## config.mk

```make
export PLATFORM = sky130hd
export DESIGN_NAME = hazard_stall_unit
export DESIGN_NICKNAME = d
export VERILOG_FILES = /design/src/rtl/hzd_pkg.sv /design/src/rtl/hzd_ctrl.sv /design/src/rtl/hzd_datapath.sv /design/src/rtl/hazard_stall_unit.sv
export SDC_FILE = /design/constraint.sdc
export NUM_CORES = 1
export LEC_CHECK = 0
export ABC_CLOCK_PERIOD_IN_PS = 5500
export CAP_MARGIN = 10
export CORE_ASPECT_RATIO = 0.5
export CORE_MARGIN = 8
export CORE_UTILIZATION = 47
export DETAILED_ROUTE_END_ITERATION = 16
export GPL_TIMING_DRIVEN = 0
export PLACE_DENSITY = 0.95
export SETUP_SLACK_MARGIN = 0.15
export SLEW_MARGIN = 20
export SYNTH_ARGS = -nofsm -noshare
export SYNTH_HDL_FRONTEND = slang
export SYNTH_SLANG_ARGS = --single-unit
```

## constraint.sdc

```tcl
create_clock -name clk -period 5.5 [get_ports clk]
set_input_delay 0.825 -clock clk [delete_from_list [all_inputs] [get_ports clk]]
set_output_delay 0.825 -clock clk [all_outputs]
set_load 0.02 [all_outputs]
```

## src/rtl/hzd_pkg.sv

```systemverilog
package hzd_pkg;

  // Strobes driven by the hazard control toward the pipeline registers.
  typedef struct packed {
    logic pcWrite;    // PC may advance
    logic ifIdWrite;  // decode register may load
    logic bubble;     // zero the control word entering execute
  } stallStrobes_t;

endpackage

```

## src/rtl/hzd_ctrl.sv

```systemverilog
module hzd_ctrl
  import hzd_pkg::*;
#(
  parameter int unsigned XLEN   = 32,
  parameter int unsigned REG_W  = 5,
  parameter int unsigned RS_LSB = 21,
  parameter int unsigned RT_LSB = 16
) (
  input  logic             idExMemRead,
  input  logic [REG_W-1:0] idExRt,
  input  logic [XLEN-1:0]  ifIdInstr,
  output logic             hazard,
  output stallStrobes_t    strobes
);

  localparam int unsigned NUM_SRC = 2;

  logic [NUM_SRC-1:0] srcMatch;

  // One comparator per source-operand field of the decoding instruction.
  for (genvar g = 0; g < NUM_SRC; g++) begin : gSrc
    localparam int unsigned FIELD_LSB = (g == 0) ? RS_LSB : RT_LSB;
    assign srcMatch[g] = (ifIdInstr[FIELD_LSB +: REG_W] == idExRt);
  end

  always_comb begin
    hazard            = idExMemRead && (|srcMatch);
    strobes.pcWrite   = !hazard;
    strobes.ifIdWrite = !hazard;
    strobes.bubble    = hazard;
  end

endmodule

```

## src/rtl/hzd_datapath.sv

```systemverilog
module hzd_datapath
  import hzd_pkg::*;
#(
  parameter int unsigned XLEN    = 32,
  parameter int unsigned CTRL_W  = 8,
  parameter int unsigned REG_W   = 5,
  parameter int unsigned RT_LSB  = 16,
  parameter int unsigned PC_STEP = 4
) (
  input  logic              clk,
  input  logic              rst,
  input  stallStrobes_t     strobes,
  input  logic [XLEN-1:0]   fetchInstr,
  input  logic [CTRL_W-1:0] decodeCtrl,
  output logic [XLEN-1:0]   pc,
  output logic [XLEN-1:0]   ifIdInstr,
  output logic [CTRL_W-1:0] idExCtrl,
  output logic [REG_W-1:0]  idExRt
);

  localparam logic [XLEN-1:0] PC_INC = XLEN'(PC_STEP);

  always_ff @(posedge clk) begin
    if (rst) begin
      pc <= '0;
    end else if (strobes.pcWrite) begin
      pc <= pc + PC_INC;
    end
  end

  always_ff @(posedge clk) begin
    if (rst) begin
      ifIdInstr <= '0;
    end else if (strobes.ifIdWrite) begin
      ifIdInstr <= fetchInstr;
    end
  end

  always_ff @(posedge clk) begin
    if (rst) begin
      idExCtrl <= '0;
      idExRt   <= '0;
    end else begin
      idExCtrl <= strobes.bubble ? '0 : decodeCtrl;
      idExRt   <= ifIdInstr[RT_LSB +: REG_W];
    end
  end

endmodule

```

## src/rtl/hazard_stall_unit.sv

```systemverilog
module hazard_stall_unit
  import hzd_pkg::*;
#(
  parameter int unsigned XLEN      = 32,
  parameter int unsigned CTRL_W    = 8,
  parameter int unsigned REG_W     = 5,
  parameter int unsigned MEMRD_BIT = 0,
  parameter int unsigned RS_LSB    = 21,
  parameter int unsigned RT_LSB    = 16,
  parameter int unsigned PC_STEP   = 4
) (
  input  logic              clk,
  input  logic              rst,
  input  logic [XLEN-1:0]   fetchInstr,
  input  logic [CTRL_W-1:0] decodeCtrl,
  output logic [XLEN-1:0]   pc,
  output logic [XLEN-1:0]   ifIdInstr,
  output logic [CTRL_W-1:0] idExCtrl,
  output logic [REG_W-1:0]  idExRt,
  output logic              pcWriteEn,
  output logic              ifIdWriteEn,
  output logic              stall
);

  stallStrobes_t strobes;
  logic          hazard;

  hzd_ctrl #(
    .XLEN(XLEN), .REG_W(REG_W), .RS_LSB(RS_LSB), .RT_LSB(RT_LSB)
  ) uCtrl (
    .idExMemRead(idExCtrl[MEMRD_BIT]),
    .idExRt     (idExRt),
    .ifIdInstr  (ifIdInstr),
    .hazard     (hazard),
    .strobes    (strobes)
  );

  hzd_datapath #(
    .XLEN(XLEN), .CTRL_W(CTRL_W), .REG_W(REG_W),
    .RT_LSB(RT_LSB), .PC_STEP(PC_STEP)
  ) uPath (
    .clk       (clk),
    .rst       (rst),
    .strobes   (strobes),
    .fetchInstr(fetchInstr),
    .decodeCtrl(decodeCtrl),
    .pc        (pc),
    .ifIdInstr (ifIdInstr),
    .idExCtrl  (idExCtrl),
    .idExRt    (idExRt)
  );

  assign pcWriteEn   = strobes.pcWrite;
  assign ifIdWriteEn = strobes.ifIdWrite;
  assign stall       = hazard;

endmodule

```

==> run summary, run 1 <==
## Floorplan
- horizontal die dimension: 130.4 µm
- initial core utilization: 49.72%
- Core Region: 6181 µm²
- count of pins on the block boundary: 122
- full die area: 9538 µm²
- number of rows in the core area: 20
- die height: 73.18 µm

## Placement
- post-placement setup slack: 2.177 ns
- post-detail-place hpwl: 6823 µm
- count of input and output buffers: 118
- global placement routability congestion: 0.8083

## Synth
- post-synth design cell area: 3073 µm²
- main flop type after synthesis: sky130_fd_sc_hd__dfxtp_1
- Synth cell types: 31
- proportion of synthesized flip-flops having asynchronous set or reset: 0%
- number of warning messages in the yosys log: 0
- number of flip-flops and latches in the synthesized netlist: 75
- count of flip-flops with a built-in enable after synthesis: 0
- Seq/Total Area, Yosys: 48.86%
- Post-Synthesis Mean Instance Area: 8.350 µm²
- cell count after synthesis: 368

## Global routing
- final global-route overflow total: 0
- global-route wire length before repair: 15100 µm
- largest net degree at the start of global routing: 12
- initial antenna violation count: 0
- via count of the first global-routing pass: 3083
- total global routing track utilization: 20.44%

## Power and ir drop
- leakage power figure: 1.653 nW
- internal power consumption: 0.001016 W
- power spent charging and discharging nets: 0.0003510 W
- Clk network pwr share: 40.2%
- overall power of the completed layout: 0.001367 W
- proportion of power drawn by combinational gates: 16.3%
- share of total power in sequential cells: 43.5%
- switching part of the total power: 25.67%
- power density of the placed cells: 294.2 nW/µm²
- worst IR drop on VDD: 0.1967 mV

## STA
- post-layout minimum cycle time: 3.749 ns
- worst relative slew slack: 55.22%
- least setup slack across all paths after layout: 1.751 ns
- final clock skew: 0.007750 ns
- aggregate negative setup slack: 0 ns
- Pins Over Slew Limit: 0
- number of failing hold endpoints at the final stage: 0
- Post-Route Hold Slack: 0.4509 ns
- Highest Clock Rate: 266.7 MHz
- setup repair after global routing missed its margin: no
- worst slew pin tran: 0.6655 ns
- Tcrit/Tclk final: 68.17%
- Final setup viols: 0

## Finish
- fill count: 418
- layout cell share with drive strength beyond 1: 5.179%
- area growth from synthesis to final layout: 51.26%
- top library cells by usage in the layout, fill and taps aside: 118 x sky130_fd_sc_hd__clkdlybuf4s50_1, 80 x sky130_fd_sc_hd__nand2_1, 75 x sky130_fd_sc_hd__dfxtp_1
- Antenna Cells: 0
- leading cell type in the layout, fill and taps excluded: sky130_fd_sc_hd__clkdlybuf4s50_1
- area occupied by multi-input gates: 1444 µm²
- Sequential Area: 1501 µm²
- Final #Nets: 541

## Clocking
- clock transition at the registers of the reported paths: 0.06 ns
- Post-CTS Resized: 0
- clock tree from TritonCTS: yes
- clock buffers created by TritonCTS: 9
- number of buffers inserted by post-CTS setup repair: 0
- H-tree depth: 3
- insertion delay to the later sink of the worst-skew pair: 0.34 ns
- Root Buffer: sky130_fd_sc_hd__clkbuf_16
- clk sinks: 75
- post-cts hold buffer count: 0
- buffers from clock root to sink, at most: 2

## Route
- 1st-pass router iterations: 4
- total length of routed wires: 9490 µm
- DRC viols: 0
- vias: 3210
- remaining antenna violation count: 0
- Vias/cell: 5.441
- violation count after the first detailed-route iteration: 225
- detail-routed net length per standard cell: 16.08 µm

## Run
- count of max-cap constraint violations: 0

## Critical path
- Worst Setup Path Type: flip-flop to output port
- critical-path maximum fanout: 10
- crit path capture type: output port
- startpoint kind of the worst setup timing path: flip-flop
- Crit path arrival time: 2.92 ns
- cells on worst reg2reg path: 9
- data required time at the worst endpoint: 4.68 ns

## Outcome
- result of the run: finished, final reports clean

## Hold path
- Min-Delay Path Class: flip-flop to flip-flop
- Hold Crit Depth: 2

synthesized netlist by cell type (2+ instances only):
library cell	instances	share of area, %
sky130_fd_sc_hd__nor2_1	5	0.61
sky130_fd_sc_hd__and4_1	3	0.86
sky130_fd_sc_hd__and2_1	10	2.0
sky130_fd_sc_hd__o221ai_1	2	0.57
sky130_fd_sc_hd__o31ai_1	14	3.4
sky130_fd_sc_hd__buf_2	3	0.49
sky130_fd_sc_hd__and3_1	4	0.81
sky130_fd_sc_hd__nand4_1	6	1.2
sky130_fd_sc_hd__o21ba_2	2	0.65
sky130_fd_sc_hd__inv_1	5	0.61
sky130_fd_sc_hd__nor4_1	2	0.41
sky130_fd_sc_hd__buf_1	3	0.37
sky130_fd_sc_hd__buf_4	4	0.98
sky130_fd_sc_hd__o21ai_0	10	1.6
sky130_fd_sc_hd__mux2_2	2	0.73
sky130_fd_sc_hd__nand2_1	80	9.8
sky130_fd_sc_hd__xnor2_1	11	3.1
sky130_fd_sc_hd__dfxtp_1	75	49
sky130_fd_sc_hd__nor3_1	3	0.49
sky130_fd_sc_hd__a21oi_1	57	9.3
sky130_fd_sc_hd__nand3_1	12	2.0
sky130_fd_sc_hd__clkbuf_1	15	1.8
sky130_fd_sc_hd__or3_1	12	2.4
sky130_fd_sc_hd__nor2b_1	7	1.4
sky130_fd_sc_hd__or4_1	15	3.7
flip-flops by register name (all words and copies together) (netlist names):
name,flops
uPath.idExCtrl,8
uPath.idExRt,5
uPath.ifIdInstr,32
uPath.pc,30
layer usage:
layer / up-vias / routed length [µm] / track usage [%]
li1: 1554 / - / -
met2: 121 / 4829 / 35.52
met4: 0 / 244 / 11.60
met1: 1512 / 3657 / 21.37
met3: 23 / 758 / 7.216
met5: - / 0 / 0
area by class of cell:
cell class / count / share of cell area [%]
repair buffers: 118 / 25.41
clock inverters: 2 / 0.2153
plain buffers: 25 / 2.423
flip-flops and latches: 75 / 32.30
inverters: 5 / 0.4038
multi-input cells: 264 / 31.06
clock buffers: 13 / 5.814
well taps: 88 / 2.369
power by group through the flow:
stage | clock network (W) | registers, W | logic, W
floorplan | 0 | 0.000638 | 0.0000742
global placement | 0 | 0.000604 | 0.000217
detailed placement | 0 | 0.000605 | 0.000220
CTS | 0.000556 | 0.000595 | 0.000223
global route | 0.000579 | 0.000598 | 0.000240
finish | 0.000549 | 0.000595 | 0.000223
kinds of logic after synthesis:
logic type / after synthesis / synth area share (%)
AND/OR/NAND/NOR: 160 / 26.10
AO/OA/AOI/OAI: 88 / 16.37
flip-flops: 75 / 48.86
buffers and inverters: 30 / 4.275
XOR/XNOR: 11 / 3.135
multiplexers: 2 / 0.7328
adder cells (fa/ha/maj): 1 / 0.4071
other: 1 / 0.1220
metrics by stage:
| step | instance area (µm²) | std cells | util, % |
|---|---|---|---|
| 2_1_floorplan | 3077 | 369 | - |
| 5_1_grt | 4648 | 590 | 75.20 |
| 3_5_place_dp | 4368 | 575 | 70.67 |
| 3_3_place_gp | 4368 | 575 | 70.67 |
| 6_report | 4648 | 590 | 75.20 |
| 4_1_cts | 4648 | 590 | 75.20 |
critical path, cell delays in order, from the launching register on:
cell and delay [ns]:
sky130_fd_sc_hd__dfxtp_1 0.39, sky130_fd_sc_hd__xnor2_1 0.14, sky130_fd_sc_hd__nand4_1 0.19, sky130_fd_sc_hd__o22a_1 0.25, sky130_fd_sc_hd__buf_2 0.19, sky130_fd_sc_hd__inv_1 0.10, sky130_fd_sc_hd__buf_2 0.24, sky130_fd_sc_hd__buf_1 0.39
sky130_fd_sc_hd__clkdlybuf4s50_1 0.69
final timing paths:
check | from | endpoint | slack (ns)
worst min-delay path | uPath.ifIdInstr[11] | uPath.ifIdInstr[11] | 0.45
worst max register to register | uPath.ifIdInstr[17] | uPath.pc[5] | 2.98
worst max-delay path | uPath.ifIdInstr[17] | stall | 1.75
worst min register to register | uPath.ifIdInstr[11] | uPath.ifIdInstr[11] | 0.45
Power figures use the tool's default switching activity.
==> run 2: changes to the inputs <==
ABC_CLOCK_PERIOD_IN_PS = 3400   (was 5500)
CORE_UTILIZATION = 39   (was 47)
PLACE_DENSITY = 0.87   (was 0.95)
clock period = 3.4 ns   (was 5.5 ns; I/O delays follow)
==> run 2 against run 1 <==
  * Sequential share of layout area is 0.28 points lower
  * Final cell count rose by 4.1%
  * Sequential power rose by 62%
  * Cell area grew 0.89%
  * Combinational power grew 62%
  * Clock power grew 68%
  * Routed wire length increased by 1.7%
  * Global-route usage shrank 3.4 points
  * Setup slack worse by 1.5 ns
  * Die area increased by 17%
  * Flip-flop and latch count did not move
  * Count of clock-buffer cells in the layout increased by 2
  * Critical endpoint is now pcWriteEn
  * Largest power group unchanged
==> run summary, run 2 (same netlist as run 1, synthesis figures left out) <==
## Outcome
- result of the run: finished, final reports clean

## Finish
- Non-Filler Instances: 614
- register name with the most flops: uPath.ifIdInstr
- Final #Nets: 540
- top library cells by usage in the layout, fill and taps aside: 118 x sky130_fd_sc_hd__clkdlybuf4s50_1, 80 x sky130_fd_sc_hd__nand2_1, 75 x sky130_fd_sc_hd__dfxtp_1
- leading cell type in the layout, fill and taps excluded: sky130_fd_sc_hd__clkdlybuf4s50_1
- number of flip-flops under the largest register name: 32
- layout cell share with drive strength beyond 1: 5.179%
- area growth from synthesis to final layout: 52.61%
- Regs by FF count: uPath.ifIdInstr x32, uPath.pc x30, uPath.idExCtrl x8
- Antenna Cells: 0

## STA
- worst relative slew slack: 50.99%
- worst slew pin tran: 0.7284 ns
- Highest Clock Rate: 322.0 MHz
- aggregate negative setup slack: 0 ns
- Final setup viols: 0
- number of failing hold endpoints at the final stage: 0
- setup repair after global routing missed its margin: no
- Tcrit/Tclk final: 91.33%
- final clock skew: 0.005780 ns
- post-layout minimum cycle time: 3.105 ns
- Pins Over Slew Limit: 0

## Floorplan
- horizontal die dimension: 141.5 µm
- full die area: 11150 µm²
- initial core utilization: 39.26%
- die height: 78.77 µm
- Core Region: 7828 µm²
- count of pins on the block boundary: 122
- number of rows in the core area: 23

## Route
- detail-routed net length per standard cell: 15.72 µm
- DRC viols: 0
- 1st-pass router iterations: 4
- total length of routed wires: 9650 µm
- violation count after the first detailed-route iteration: 250
- remaining antenna violation count: 0
- vias: 3138
- Vias/cell: 5.111

## Clocking
- H-tree depth: 3
- clock buffers created by TritonCTS: 9
- number of buffers inserted by post-CTS setup repair: 0
- buffers from clock root to sink, at most: 2
- clk sinks: 75
- clock transition at the registers of the reported paths: 0.06 ns
- insertion delay to the later sink of the worst-skew pair: 0.34 ns
- Root Buffer: sky130_fd_sc_hd__clkbuf_16
- clock tree from TritonCTS: yes

## Critical path
- cells traversed along the worst timing path: xnor2_1, nand4_1, o22a_1, buf_2, clkbuf_1, buf_4, clkdlybuf4s50_1
- delay of the slowest cell on the worst path: 0.60 ns
- critical-path maximum fanout: 11
- CP max-delay cell: sky130_fd_sc_hd__clkdlybuf4s50_1
- crit path capture type: output port
- startpoint kind of the worst setup timing path: flip-flop
- Worst Setup Path Type: flip-flop to output port
- data required time at the worst endpoint: 2.89 ns
- Crit path arrival time: 2.60 ns

## Global routing
- global-route wire length before repair: 15170 µm
- total global routing track utilization: 17.01%
- initial antenna violation count: 0
- largest net degree at the start of global routing: 20
- final global-route overflow total: 0
- via count of the first global-routing pass: 2928

## Run
- count of max-cap constraint violations: 0

## Placement
- placed cells: 599
- post-detail-place hpwl: 6959 µm
- global placement routability congestion: 0.7925
- count of input and output buffers: 118

## Power and ir drop
- power density of the placed cells: 479.3 nW/µm²
- worst IR drop on VDD: 0.3025 mV
- leakage power figure: 1.656 nW

## Hold path
- Min-Delay Path Class: flip-flop to flip-flop

==> run 2: stage by stage <==
step / worst slack [ns] / area (µm²) / total power [W] / utilization [%] / hold slack, ns
finish: 0.2947 / 4690 / 0.002248 / 59.91 / 0.4521
detailed placement: 0.3886 / 4398 / 0.001339 / 56.19 / 0.4453
floorplan: 1.132 / 3077 / 0.001151 / - / 0.5345
global route: 0.1694 / 4690 / 0.002330 / 59.91 / 0.4741
CTS: 0.2162 / 4687 / 0.002264 / 59.88 / 0.4527
global placement: 0.3936 / 4398 / 0.001331 / 56.19 / 0.4410
==> run 2: power by group <==
group | leakage, nW | total (W) | internal [W] | switching (W)
Clock | 0.146 | 0.000923 | 0.000573 | 0.000350
Sequential | 0.616 | 0.000964 | 0.000926 | 0.0000377
Combinational | 0.894 | 0.000361 | 0.000171 | 0.000189
==> run 2: critical path, delay by kind of cell (launching register included) <==
kind	cells	cell delay (ns)
buffers and inverters	4	1.40
DFF	1	0.40
and+or+nand+nor	1	0.18
AOI/OAI and AO/OA	1	0.16
xor gates and xnor gates	1	0.11
==> run 2: what timing repair did <==
item / in CTS / in global routing
pin swaps: 0 / 0
setup endpoints to repair: 1 / 1
hold buffers: 0 / 0
gates resized for setup: 0 / 1
==> run 2: routing by layer <==
layer | global-route usage (%) | routed length (µm)
met2 | 30.38 | 5022
met4 | 7.864 | 225
met3 | 5.801 | 691
met1 | 18.14 | 3711
met5 | 0 | 0
==> run 2: layout make-up <==
| class | count | area, µm² |
|---|---|---|
| well taps | 112 | 140.1 |
| repair buffers | 118 | 1181 |
| inverters | 5 | 18.77 |
| clock inverters | 1 | 5.005 |
| plain buffers | 24 | 111.4 |
| multi-input cells | 264 | 1444 |
| flip-flops and latches | 75 | 1501 |
| fillers | 657 | 3138 |
| clock buffers | 15 | 287.8 |
==> run 2: final timing paths <==
path	start	slack [ns]	endpoint	cells after the start
max	uPath.ifIdInstr[17]	0.29	pcWriteEn	7
min	uPath.ifIdInstr[30]	0.45	uPath.ifIdInstr[30]	2
max reg2reg	uPath.ifIdInstr[17]	0.93	uPath.pc[5]	9
min reg2reg	uPath.ifIdInstr[30]	0.45	uPath.ifIdInstr[30]	2
